**config.mk**
```make
export PLATFORM = sky130hd
export DESIGN_NAME = evt_readout_ctrl
export DESIGN_NICKNAME = d
export VERILOG_FILES = /design/src/rtl/erc_pkg.sv /design/src/rtl/erc_decode.sv /design/src/rtl/erc_buffer.sv /design/src/rtl/erc_irq.sv /design/src/rtl/evt_readout_ctrl.sv
export SDC_FILE = /design/constraint.sdc
export NUM_CORES = 1
export LEC_CHECK = 0
export BUFFER_PORTS_ARGS = -buffer_cell sky130_fd_sc_hd__buf_2
export CAP_MARGIN = 20
export CORE_ASPECT_RATIO = 2
export CORE_MARGIN = 2
export CORE_UTILIZATION = 56
export DETAILED_ROUTE_END_ITERATION = 10
export PLACE_DENSITY = 0.76
export SETUP_SLACK_MARGIN = 0.4
export SYNTH_ARGS = -nofsm -noshare
export SYNTH_HDL_FRONTEND = slang
export SYNTH_SLANG_ARGS = --single-unit
```
**constraint.sdc**
```tcl
create_clock -name clk -period 4.09 [get_ports clk]
set_input_delay 1.227 -clock clk [delete_from_list [all_inputs] [get_ports clk]]
set_output_delay 1.227 -clock clk [all_outputs]
set_load 0.01 [all_outputs]
```
**src/rtl/erc_pkg.sv**
```systemverilog
package erc_pkg;

  typedef enum logic [4:0] {
    CMD_NONE,
    CMD_RD_HOLD,
    CMD_RD_ADV,
    CMD_RD_EDGE,
    CMD_RD_THR,
    CMD_RD_CNT,
    CMD_READBACK,
    CMD_TEST_LAM,
    CMD_CLR_SYS,
    CMD_CLR_LAM,
    CMD_WR_PED,
    CMD_WR_EDGE,
    CMD_WR_THR,
    CMD_WR_CTRL,
    CMD_MASK,
    CMD_UNMASK,
    CMD_ENABLE,
    CMD_TEST_RAW
  } cmd_e;

endpackage

```
**src/rtl/erc_decode.sv**
```systemverilog
module erc_decode
  import erc_pkg::*;
#(
  parameter int FUNC_W = 5,
  parameter int SUB_W  = 4
) (
  input  logic              strobe,
  input  logic [FUNC_W-1:0] func,
  input  logic [SUB_W-1:0]  sub,
  output cmd_e              cmd
);

  int f_i;
  int s_i;

  always_comb begin
    f_i = int'(func);
    s_i = int'(sub);
    cmd = CMD_NONE;
    if (strobe) begin
      case (f_i)
        0:  if (s_i == 0) cmd = CMD_RD_HOLD;
        1:  if (s_i < 4)  cmd = CMD_READBACK;
        2: begin
          case (s_i)
            0:       cmd = CMD_RD_ADV;
            1:       cmd = CMD_RD_EDGE;
            2:       cmd = CMD_RD_THR;
            3:       cmd = CMD_RD_CNT;
            default: cmd = CMD_NONE;
          endcase
        end
        8:  if (s_i == 0) cmd = CMD_TEST_LAM;
        9:  if (s_i == 0) cmd = CMD_CLR_SYS;
        10: if (s_i == 0) cmd = CMD_CLR_LAM;
        16: begin
          case (s_i)
            0:       cmd = CMD_WR_PED;
            1:       cmd = CMD_WR_EDGE;
            2:       cmd = CMD_WR_THR;
            3:       cmd = CMD_WR_CTRL;
            default: cmd = CMD_NONE;
          endcase
        end
        24: if (s_i == 0) cmd = CMD_MASK;
        26: begin
          if (s_i == 0)      cmd = CMD_UNMASK;
          else if (s_i == 4) cmd = CMD_ENABLE;
        end
        27: if (s_i == 0) cmd = CMD_TEST_RAW;
        default: cmd = CMD_NONE;
      endcase
    end
  end

endmodule

```
**src/rtl/erc_buffer.sv**
```systemverilog
module erc_buffer #(
  parameter int DATA_W = 16,
  parameter int DEPTH  = 64,
  localparam int AW    = $clog2(DEPTH),
  localparam int CNT_W = $clog2(DEPTH + 1)
) (
  input  logic              clk,
  input  logic              rst_n,
  input  logic              flush,
  input  logic              fill_valid,
  input  logic [DATA_W-1:0] fill_word,
  input  logic              advance,
  output logic [DATA_W-1:0] head_word,
  output logic [CNT_W-1:0]  word_cnt,
  output logic              empty
);

  localparam logic [AW-1:0]    LAST_IDX = AW'(DEPTH - 1);
  localparam logic [CNT_W-1:0] FULL_CNT = CNT_W'(DEPTH);

  logic [DATA_W-1:0] mem [DEPTH];
  logic [AW-1:0]     wr_ptr, wr_ptr_n;
  logic [AW-1:0]     rd_ptr, rd_ptr_n;
  logic [CNT_W-1:0]  cnt_n;
  logic              fill_ok, adv_ok;

  assign empty     = (word_cnt == '0);
  assign head_word = mem[rd_ptr];
  assign fill_ok   = fill_valid && (word_cnt != FULL_CNT) && !flush;
  assign adv_ok    = advance && !empty && !flush;

  always_comb begin
    wr_ptr_n = wr_ptr;
    rd_ptr_n = rd_ptr;
    cnt_n    = word_cnt;
    if (flush) begin
      wr_ptr_n = '0;
      rd_ptr_n = '0;
      cnt_n    = '0;
    end else begin
      if (fill_ok) wr_ptr_n = (wr_ptr == LAST_IDX) ? '0 : wr_ptr + 1'b1;
      if (adv_ok)  rd_ptr_n = (rd_ptr == LAST_IDX) ? '0 : rd_ptr + 1'b1;
      if (fill_ok && !adv_ok)      cnt_n = word_cnt + 1'b1;
      else if (adv_ok && !fill_ok) cnt_n = word_cnt - 1'b1;
    end
  end

  always_ff @(posedge clk or negedge rst_n) begin
    if (!rst_n) begin
      wr_ptr   <= '0;
      rd_ptr   <= '0;
      word_cnt <= '0;
    end else begin
      wr_ptr   <= wr_ptr_n;
      rd_ptr   <= rd_ptr_n;
      word_cnt <= cnt_n;
    end
  end

  always_ff @(posedge clk) begin
    if (fill_ok) mem[wr_ptr] <= fill_word;
  end

endmodule

```
**src/rtl/erc_irq.sv**
```systemverilog
module erc_irq (
  input  logic clk,
  input  logic rst_n,
  input  logic flush,
  input  logic init,
  input  logic set,
  input  logic adv_read,
  input  logic last_word,
  input  logic clr_cmd,
  input  logic mask_set,
  input  logic mask_clr,
  input  logic ext_mode,
  output logic lam_raw,
  output logic lam_mask,
  output logic lam
);

  logic raw_n, mask_n;

  always_comb begin
    raw_n = lam_raw;
    if (flush || init)                         raw_n = 1'b0;
    else if (set)                              raw_n = 1'b1;
    else if (adv_read && (!ext_mode || last_word)) raw_n = 1'b0;
    else if (clr_cmd && !ext_mode)             raw_n = 1'b0;

    mask_n = lam_mask;
    if (init)          mask_n = 1'b1;
    else if (mask_set) mask_n = 1'b1;
    else if (mask_clr) mask_n = 1'b0;
  end

  always_ff @(posedge clk or negedge rst_n) begin
    if (!rst_n) begin
      lam_raw  <= 1'b0;
      lam_mask <= 1'b1;
    end else begin
      lam_raw  <= raw_n;
      lam_mask <= mask_n;
    end
  end

  assign lam = lam_raw && !lam_mask;

endmodule

```
**src/rtl/evt_readout_ctrl.sv**
```systemverilog
module evt_readout_ctrl
  import erc_pkg::*;
#(
  parameter int DATA_W    = 16,
  parameter int DEPTH     = 64,
  parameter int PED_DEPTH = 1024,
  parameter int PED_W     = 12,
  parameter int EDGE_W    = 4,
  parameter int CTRL_W    = 5,
  parameter int FUNC_W    = 5,
  parameter int SUB_W     = 4,
  localparam int PED_AW   = $clog2(PED_DEPTH),
  localparam int CNT_W    = $clog2(DEPTH + 1)
) (
  input  logic              clk,
  input  logic              rst_n,
  input  logic              cmd_strobe,
  input  logic [FUNC_W-1:0] cmd_func,
  input  logic [SUB_W-1:0]  cmd_sub,
  input  logic [DATA_W-1:0] wr_data,
  input  logic              crate_clear,
  input  logic              crate_init,
  input  logic              ext_lam_sel,
  input  logic              fill_valid,
  input  logic [DATA_W-1:0] fill_word,
  input  logic              event_done,
  output logic [DATA_W-1:0] rd_data,
  output logic              q_resp,
  output logic              lam,
  output logic              busy,
  output logic              ped_we,
  output logic [PED_AW-1:0] ped_addr,
  output logic [PED_W-1:0]  ped_wdata,
  output logic [EDGE_W-1:0] cfg_edge,
  output logic [DATA_W-1:0] cfg_thresh,
  output logic [CTRL_W-1:0] cfg_ctrl
);

  localparam logic [PED_AW-1:0] PED_LAST = PED_AW'(PED_DEPTH - 1);

  cmd_e              cmd;
  logic              flush, ped_clr, adv_req;
  logic [DATA_W-1:0] head_word;
  logic [CNT_W-1:0]  word_cnt;
  logic              empty;
  logic              lam_raw, lam_mask;

  logic [EDGE_W-1:0] edge_n;
  logic [DATA_W-1:0] thresh_n;
  logic [CTRL_W-1:0] ctrl_n;
  logic              edge_en, thresh_en, ctrl_en;
  logic [PED_AW-1:0] ped_ptr, ped_ptr_n;
  logic              busy_n;
  logic [DATA_W-1:0] rd_n;
  logic              q_n;

  erc_decode #(.FUNC_W(FUNC_W), .SUB_W(SUB_W)) u_decode (
    .strobe (cmd_strobe),
    .func   (cmd_func),
    .sub    (cmd_sub),
    .cmd    (cmd)
  );

  assign flush   = crate_clear || crate_init || (cmd == CMD_CLR_SYS) || (cmd == CMD_ENABLE);
  assign ped_clr = crate_clear || crate_init || (cmd == CMD_CLR_SYS);
  assign adv_req = (cmd == CMD_RD_ADV);

  erc_buffer #(.DATA_W(DATA_W), .DEPTH(DEPTH)) u_buffer (
    .clk        (clk),
    .rst_n      (rst_n),
    .flush      (flush),
    .fill_valid (fill_valid),
    .fill_word  (fill_word),
    .advance    (adv_req),
    .head_word  (head_word),
    .word_cnt   (word_cnt),
    .empty      (empty)
  );

  erc_irq u_irq (
    .clk       (clk),
    .rst_n     (rst_n),
    .flush     (flush),
    .init      (crate_init),
    .set       (event_done),
    .adv_read  (adv_req && !empty),
    .last_word (word_cnt == CNT_W'(1)),
    .clr_cmd   (cmd == CMD_CLR_LAM),
    .mask_set  (cmd == CMD_MASK),
    .mask_clr  (cmd == CMD_UNMASK),
    .ext_mode  (ext_lam_sel),
    .lam_raw   (lam_raw),
    .lam_mask  (lam_mask),
    .lam       (lam)
  );

  // configuration registers: next state and enables
  always_comb begin
    edge_en   = (cmd == CMD_WR_EDGE);
    thresh_en = (cmd == CMD_WR_THR);
    ctrl_en   = (cmd == CMD_WR_CTRL);
    edge_n    = wr_data[EDGE_W-1:0];
    thresh_n  = wr_data;
    ctrl_n    = wr_data[CTRL_W-1:0];
  end

  always_ff @(posedge clk or negedge rst_n) begin
    if (!rst_n) begin
      cfg_edge   <= '0;
      cfg_thresh <= '0;
      cfg_ctrl   <= '0;
    end else begin
      if (edge_en)   cfg_edge   <= edge_n;
      if (thresh_en) cfg_thresh <= thresh_n;
      if (ctrl_en)   cfg_ctrl   <= ctrl_n;
    end
  end

  // pedestal write port
  assign ped_we    = (cmd == CMD_WR_PED);
  assign ped_addr  = ped_ptr;
  assign ped_wdata = wr_data[PED_W-1:0];

  always_comb begin
    ped_ptr_n = ped_ptr;
    if (ped_clr)     ped_ptr_n = '0;
    else if (ped_we) ped_ptr_n = (ped_ptr == PED_LAST) ? '0 : ped_ptr + 1'b1;
  end

  // data-taking state
  always_comb begin
    busy_n = busy;
    if (crate_init)             busy_n = 1'b0;
    else if (cmd == CMD_ENABLE) busy_n = 1'b1;
    else if (event_done)        busy_n = 1'b0;
  end

  // response: next state
  always_comb begin
    q_n  = 1'b0;
    rd_n = rd_data;
    if (cmd_strobe) rd_n = '0;
    case (cmd)
      CMD_RD_HOLD, CMD_RD_ADV: begin
        q_n = !empty;
        if (!empty) rd_n = head_word;
      end
      CMD_RD_EDGE: begin
        q_n = !empty;
        rd_n[EDGE_W-1:0] = cfg_edge;
      end
      CMD_RD_THR: begin
        q_n  = !empty;
        rd_n = cfg_thresh;
      end
      CMD_RD_CNT: begin
        q_n = !empty;
        rd_n[CNT_W-1:0] = word_cnt;
      end
      CMD_READBACK: begin
        q_n = 1'b1;
        case (int'(cmd_sub))
          0:       rd_n[CTRL_W-1:0] = cfg_ctrl;
          1:       rd_n[EDGE_W-1:0] = cfg_edge;
          2:       rd_n = cfg_thresh;
          default: rd_n[CNT_W-1:0] = word_cnt;
        endcase
      end
      CMD_TEST_LAM: q_n = lam_raw && !lam_mask;
      CMD_TEST_RAW: q_n = lam_raw;
      CMD_WR_PED, CMD_WR_EDGE, CMD_WR_THR, CMD_WR_CTRL: q_n = 1'b1;
      default: q_n = 1'b0;
    endcase
  end

  always_ff @(posedge clk or negedge rst_n) begin
    if (!rst_n) begin
      ped_ptr <= '0;
      busy    <= 1'b0;
      rd_data <= '0;
      q_resp  <= 1'b0;
    end else begin
      ped_ptr <= ped_ptr_n;
      busy    <= busy_n;
      rd_data <= rd_n;
      q_resp  <= q_n;
    end
  end

endmodule

```
==> impl_metrics.json, run 1 <==
{
  "drt_drc_violations_left": 0,
  "hold_violations": 0,
  "worstMarginPinSlew_ns": 1.058,
  "drive_gt1_frac": 0.3204,
  "fin_worst_skew_ns": 0.01980,
  "synthArstFlopShare": 0.06740,
  "vias": 24090,
  "nets": 2562,
  "grt_max_degree": 75,
  "cp_slowest_cell": "or4_4",
  "end_kind": "output pin",
  "rsz0062_at_grt": "yes",
  "cts.path.max_buffers": 3,
  "cts_root_buf": "clkbuf_16",
  "nFillCells": 5029,
  "route.met2.wl_um": 57450,
  "numCtsBuffers": 91,
  "cpPeakStageDelay_ns": 0.44,
  "crit_arrival_ns": 2.84,
  "wl_met1_um": 40940,
  "power.switching_mw": 4.424,
  "avgViaCountPerCell": 6.667,
  "synthCells": 2247,
  "worstReg2RegStart": "u_buffer.rd_ptr[0]",
  "antenna_found_initial": 2,
  "drtIter0Drc": 2937,
  "yosys.area.top_type": "edfxtp_1",
  "routedWlPerCell_um": 31.87,
  "worst-path-max-fanout": 7,
  "synth-main-ff-cell": "edfxtp_1",
  "grt_pass1_vias": 24300,
  "fp.dieArea_um2": 80460,
  "gp_congestion": 0.9146,
  "synth_area_leaders": "edfxtp_1, mux4_2, dfrtp_1",
  "worstPathCellList": "buf_12 > nor2b_4 > a221o_1 > or4_4 > or3_4 > clkinv_8 > buf_6",
  "clk_pin_slew_ns": 0.06,
  "final-setup-viol-count": 0,
  "num_rows": 145,
  "grtUsageTotal": 0.2918,
  "setup_tns_ns": 0,
  "yosysWarnings": 0,
  "cp_num_buf_inv": 3,
  "ys_seq_area_frac": 0.7457,
  "dr.pass1.iters": 8,
  "initial_core_util": 0.5631,
  "n_antenna_cell": 0,
  "synth_fp_nets": 2303,
  "switching_share": 0.2022,
  "cts_tree": "yes",
  "ff2ff_path_depth": 8,
  "min_period_ns": 4.064,
  "p_int_mw": 17.46,
  "p_leak_nw": 16.38,
  "cp-start-kind": "primary input",
  "hold_start": "u_irq.lam_mask",
  "powerDensity_nw_per_um2": 430.1,
  "dp_cells": 3432,
  "highest_layer": "met4",
  "io_buffers": 115,
  "synth_edf_count": 1024,
  "core_um2": 77650,
  "p_seq_frac": 0.561,
  "synth.distinct_cells": 76,
  "grt.overflow.total": 0,
  "area_growth_pct": 16.37,
  "required_ns": 2.86,
  "maxSlewViolCount": 0,
  "hp-class": "flop to flop",
  "maxCapViolations": 0,
  "ys_seq_elements": 1098,
  "synth_top_area_frac": 0.7033,
  "cts_sinks": 1098,
  "clockPowerShare": 0.415,
  "ir_drop_mv": 0.4928,
  "dieHeight_um": 399.2,
  "r2r_slack_ns": 0.49,
  "grt_pass1_wl_um": 167900,
  "worst_hold_path.num_cells": 2,
  "die_x_um": 201.6,
  "fmax_ghz": 0.2461,
  "post-route-period-util": 0.9936,
  "stdcell_count": 3613,
  "syn_area_per_cell_um2": 19.46,
  "min_to": "u_irq.lam_mask",
  "clkLatencyLatePin_ns": 0.68,
  "cts_htree_levels": 3,
  "hpwl_um": 72050,
  "crit_type": "primary input to output pin",
  "status": "complete, no violations",
  "routed_wl_um": 115100,
  "cp_top_family": "simple AND/OR/NAND/NOR gates",
  "num_io_pins": 116,
  "syn_area_um2": 43720,
  "reg2reg_to": "rd_data[4]",
  "antenna_left": 0,
  "relSlewSlack": 0.2946,
  "wl_met3_um": 10010,
  "p_comb_frac": 0.024
}
[synth_stat cells (22+ instances only)]
master,count
dfrtp_1,73
nor3_1,43
buf_2,33
edfxtp_1,1024
mux2_2,22
o21ai_0,49
mux4_2,252
nor2_1,83
a22oi_1,58
nand3_1,29
nor4_1,25
mux2i_1,57
clkbuf_1,93
nand2_1,95
a21oi_1,52
[state kept, by name, summed over array words and instances, names as in the netlist]
register,flops
rd_data,16
u_irq.lam_raw,1
cfg_ctrl,5
u_buffer.word_cnt,7
u_irq.lam_mask,1
u_buffer.rd_ptr,6
ped_addr,10
q_resp,1
cfg_edge,4
busy,1
cfg_thresh,16
u_buffer.mem,1024
u_buffer.wr_ptr,6
[stage by stage]
step	hold WS [ns]	setup slack, ns	total power, mW	util	instance area, um^2
final	0.5000	0.02625	21.88	0.6552	50880
after detailed placement	0.4773	-0.2234	13.04	0.6130	47600
after floorplan	0.4414	0.1264	12.68	-	44550
after global routing	0.5056	-0.0003069	22.33	0.6552	50880
after global placement	0.4525	-0.1794	13.02	0.6130	47600
after CTS	0.4948	0.009674	21.94	0.6535	50740
[cell type report]
cell class	count	area (um^2)	share of cell area
clock buffers	111	2436	0.04788
clock inverters	60	659.4	0.01296
inverters	13	61.31	0.001205
multi-input cells	986	11180	0.2197
flip-flops and latches	1098	32620	0.6411
well taps	1029	1287	0.02531
repair buffers	316	2638	0.05184
[power by group through the flow]
| stage | Clock, mW | Sequential (mW) | Combinational (mW) |
|---|---|---|---|
| floorplan | 0 | 12.5 | 0.147 |
| global placement | 0 | 12.5 | 0.493 |
| detailed placement | 0 | 12.5 | 0.508 |
| CTS | 9.14 | 12.3 | 0.514 |
| global route | 9.50 | 12.3 | 0.549 |
| finish | 9.08 | 12.3 | 0.521 |
[metal layers]
metal,up-vias,global-route usage
li1,9797,-
met1,12520,0.3851
met2,1478,0.4767
met3,295,0.04284
met4,0,0.1555
met5,-,0
[worst min-delay path: cells and delay by family, from the launching register on]
kind / cells / cell delay (ns)
AOI/OAI and AO/OA: 1 / 0.06
and+or+nand+nor: 1 / 0.06
DFF: 1 / 0.37
[cells in the final DEF (no fill, tap or decap), types with 13 or more instances in the layout]
cell type     n
o21ai_0      49
nor3_1       18
buf_2       110
a221oi_1     13
mux2_2       22
clkinv_1     15
clkinv_2     16
mux4_2      252
buf_4       155
nor2_1       66
nand3_1      27
nand2_1      94
buf_12       39
mux2i_1      57
a31oi_1      16
nor4_4       24
clkbuf_16    94
a22oi_1      58
edfxtp_1   1024
nor3_4       21
nand2b_1     14
dfrtp_1      68
clkbuf_1     15
nor2_4       14
a21oi_1      52
[worst max path at each step]
stage,startpoint,end,depth (start not counted),slack [ns]
finish,cmd_func[4],ped_we,7,0.03
global route,cmd_func[1],ped_we,7,-0.0003
CTS,cmd_func[4],ped_we,7,0.01
detailed placement,cmd_func[3],u_buffer.mem[1][11],10,-0.22
global placement,cmd_func[4],u_buffer.mem[31][11],10,-0.18
floorplan,cmd_func[1],ped_we,6,0.13
[cells by family after synthesis]
kind of cell | synth area share
DFF | 0.7457
and+or+nand+nor | 0.04161
muxes | 0.1485
AOI/OAI and AO/OA | 0.04147
buffers and inverters | 0.01668
xor gates and xnor gates | 0.004007
adders and majority gates | 0.002003
[repair_timing]
action,4_1_cts,5_1_grt
setup endpoints to repair,1,17
pin swaps,2,2
hold buffers,0,0
gates resized for setup,12,0
setup buffers,0,1
(Power assumes the default switching activity.)
==> run 2: changes to the inputs <==
--- a/config.mk
+++ b/config.mk
@@ -11,6 +11,7 @@
 export CORE_MARGIN = 2
 export CORE_UTILIZATION = 56
 export DETAILED_ROUTE_END_ITERATION = 10
+export GPL_TIMING_DRIVEN = 0
 export PLACE_DENSITY = 0.76
 export SETUP_SLACK_MARGIN = 0.4
 export SYNTH_ARGS = -nofsm -noshare
==> run 2 against run 1 <==
Effect of this change: the run now ends with negative setup slack left; highest routed layer is now met5; register-to-register slack got worse by 0.31 ns; non-clock buffer count increased by 131; clock power decreased by 1%; flip-flop and latch count unchanged; critical path type unchanged; power decreased by 0.44%; sequential share of layout area decreased by 2.0 points; sequential power about the same; maximum frequency decreased by 2.6%; die area unchanged; utilization increased by 2.1 points; setup slack got worse by 0.11 ns; count of clock-buffer cells in the layout decreased by 7.
==> impl_metrics.json, run 2 (synthesis results as in run 1) <==
{
  "status": "finished with violations",
  "dp_cells": 3457,
  "numCtsBuffers": 91,
  "cp-endpoint": "ped_we",
  "maxCapViolations": 0,
  "crit_arrival_ns": 2.94,
  "setup_tns_ns": -0.08164,
  "cts_sinks": 1098,
  "ir_drop_mv": 0.4455,
  "fin_worst_skew_ns": 0.03478,
  "powerDensity_nw_per_um2": 415.1,
  "cts.path.max_buffers": 3,
  "critPathLaunch": "cmd_func[1]",
  "vias": 26250,
  "cp_slowest_cell": "or4_4",
  "initial_core_util": 0.5631,
  "ff2ff_path_depth": 8,
  "cp.depth": 8,
  "hpwl_um": 90020,
  "dr.pass1.iters": 8,
  "fmax_ghz": 0.2397,
  "total_power_mw": 21.79,
  "relSlewSlack": 0.2352,
  "dieHeight_um": 399.2,
  "antenna_found_initial": 2,
  "die_x_um": 201.6,
  "drtIter0Drc": 4161,
  "final_cell_mix": "edfxtp_1, mux4_2, buf_2",
  "cp_top_family": "simple AND/OR/NAND/NOR gates",
  "num_io_pins": 116,
  "stdcell_count": 3742,
  "grt_max_degree": 65,
  "fp.dieArea_um2": 80460,
  "grt_pass1_wl_um": 193100,
  "grt_pass1_vias": 25530,
  "grtUsageTotal": 0.3518,
  "cpPeakStageDelay_ns": 0.43,
  "drive_gt1_frac": 0.3385,
  "worstPathCellList": "buf_12 > xor2_4 > a221o_1 > or4_4 > or3_4 > buf_6 > clkinv_8 > buf_6",
  "clk_pin_slew_ns": 0.08,
  "wl_met3_um": 17500,
  "num_rows": 145,
  "routed_wl_um": 139700,
  "nFillCells": 4872,
  "clkLatencyLatePin_ns": 0.71,
  "post-route-period-util": 1.020,
  "crit_top_cell": "buf_6",
  "required_ns": 2.86,
  "min_period_ns": 4.172,
  "hold_violations": 0,
  "cp-start-kind": "primary input",
  "utilization": 0.6760,
  "avgViaCountPerCell": 7.016,
  "crit_type": "primary input to output pin",
  "reg2reg_to": "rd_data[10]",
  "cts_tree": "yes",
  "core_um2": 77650,
  "route.met2.wl_um": 65600,
  "end_kind": "output pin",
  "drt_drc_violations_left": 0,
  "area_growth_pct": 20.06,
  "worst-path-max-fanout": 3,
  "final_common_cell": "edfxtp_1",
  "cts_root_buf": "clkbuf_16",
  "highest_layer": "met5",
  "gp_congestion": 0.9586,
  "nets": 2693,
  "largest_reg_flops": 1024,
  "hp-class": "primary input to asynchronous set/reset pin",
  "worstReg2RegStart": "u_buffer.rd_ptr[3]",
  "largest_register": "u_buffer.mem",
  "antenna_left": 0,
  "cp_num_buf_inv": 4,
  "final-setup-viol-count": 1,
  "violations": "negative setup slack",
  "rsz0062_at_grt": "yes",
  "maxSlewViolCount": 0,
  "top_regs": "u_buffer.mem: 1024 flops, cfg_thresh: 16 flops, rd_data: 16 flops",
  "setup_ws_ns": -0.08164,
  "grt.overflow.total": 0,
  "p_leak_nw": 17.13,
  "routedWlPerCell_um": 37.33,
  "wl_met1_um": 44890,
  "r2r_slack_ns": 0.18,
  "io_buffers": 114,
  "cts_htree_levels": 3,
  "whs_ns": 0.4723,
  "worstMarginPinSlew_ns": 1.147
}
run 2: worst min-delay path by stage:
| stage | from | endpoint | slack, ns | cells past startpoint |
|---|---|---|---|---|
| after CTS | rst_n | u_buffer.wr_ptr[0] | 0.47 | 1 |
| final | rst_n | u_buffer.wr_ptr[0] | 0.47 | 1 |
| after floorplan | u_irq.lam_mask | u_irq.lam_mask | 0.44 | 2 |
| after global routing | rst_n | ped_addr[4] | 0.48 | 1 |
| after global placement | u_irq.lam_mask | u_irq.lam_mask | 0.45 | 2 |
| after detailed placement | u_irq.lam_mask | u_irq.lam_mask | 0.46 | 2 |
run 2: cell type report:
class / count / area [um^2] / share of cell area
antenna: 4 / 10.01 / 0.0001907
clock inverter: 61 / 695.7 / 0.01325
clock buffer: 104 / 2326 / 0.04431
timing repair buffer: 297 / 3248 / 0.06188
tap: 1029 / 1287 / 0.02453
inverter: 13 / 62.56 / 0.001192
buffer: 150 / 945.9 / 0.01802
multi-input combinational: 986 / 11310 / 0.2155
sequential: 1098 / 32600 / 0.6211
run 2: what timing repair did:
| item | CTS | global route |
|---|---|---|
| hold buffers | 0 | 0 |
| resized for setup | 99 | 52 |
| buffers inserted | 90 | 11 |
| pin swaps | 55 | 9 |
| endpoints found under the setup margin | 975 | 170 |
run 2: power by group:
group          leakage (nW)  switching (mW)  internal, mW
combinational          5.42           0.371         0.141
clock                  1.48            4.10          4.89
sequential             10.2         0.00960          12.3
run 2: metal layers:
metal,GRT usage,vias up
met5,0,-
met4,0.2425,4
met3,0.08861,499
met2,0.5453,2309
met1,0.4409,13370
li1,-,10070
run 2: worst register-to-register path: stages (launching register included):
cell and delay, ns:
dfrtp_1 0.33, clkbuf_1 0.50, clkbuf_1 0.68, nand2_1 0.58, o21ai_0 0.61, a211oi_1 0.15
o21ai_0 0.30, a21oi_1 0.31, a221o_1 0.33
run 2: stage by stage:
stage,cell area [um^2],worst slack [ns]
floorplan,44550,0.1264
global placement,46410,-1.417
detailed placement,47550,-1.232
CTS,51980,-0.1608
global route,52480,-0.1100
finish,52490,-0.08164
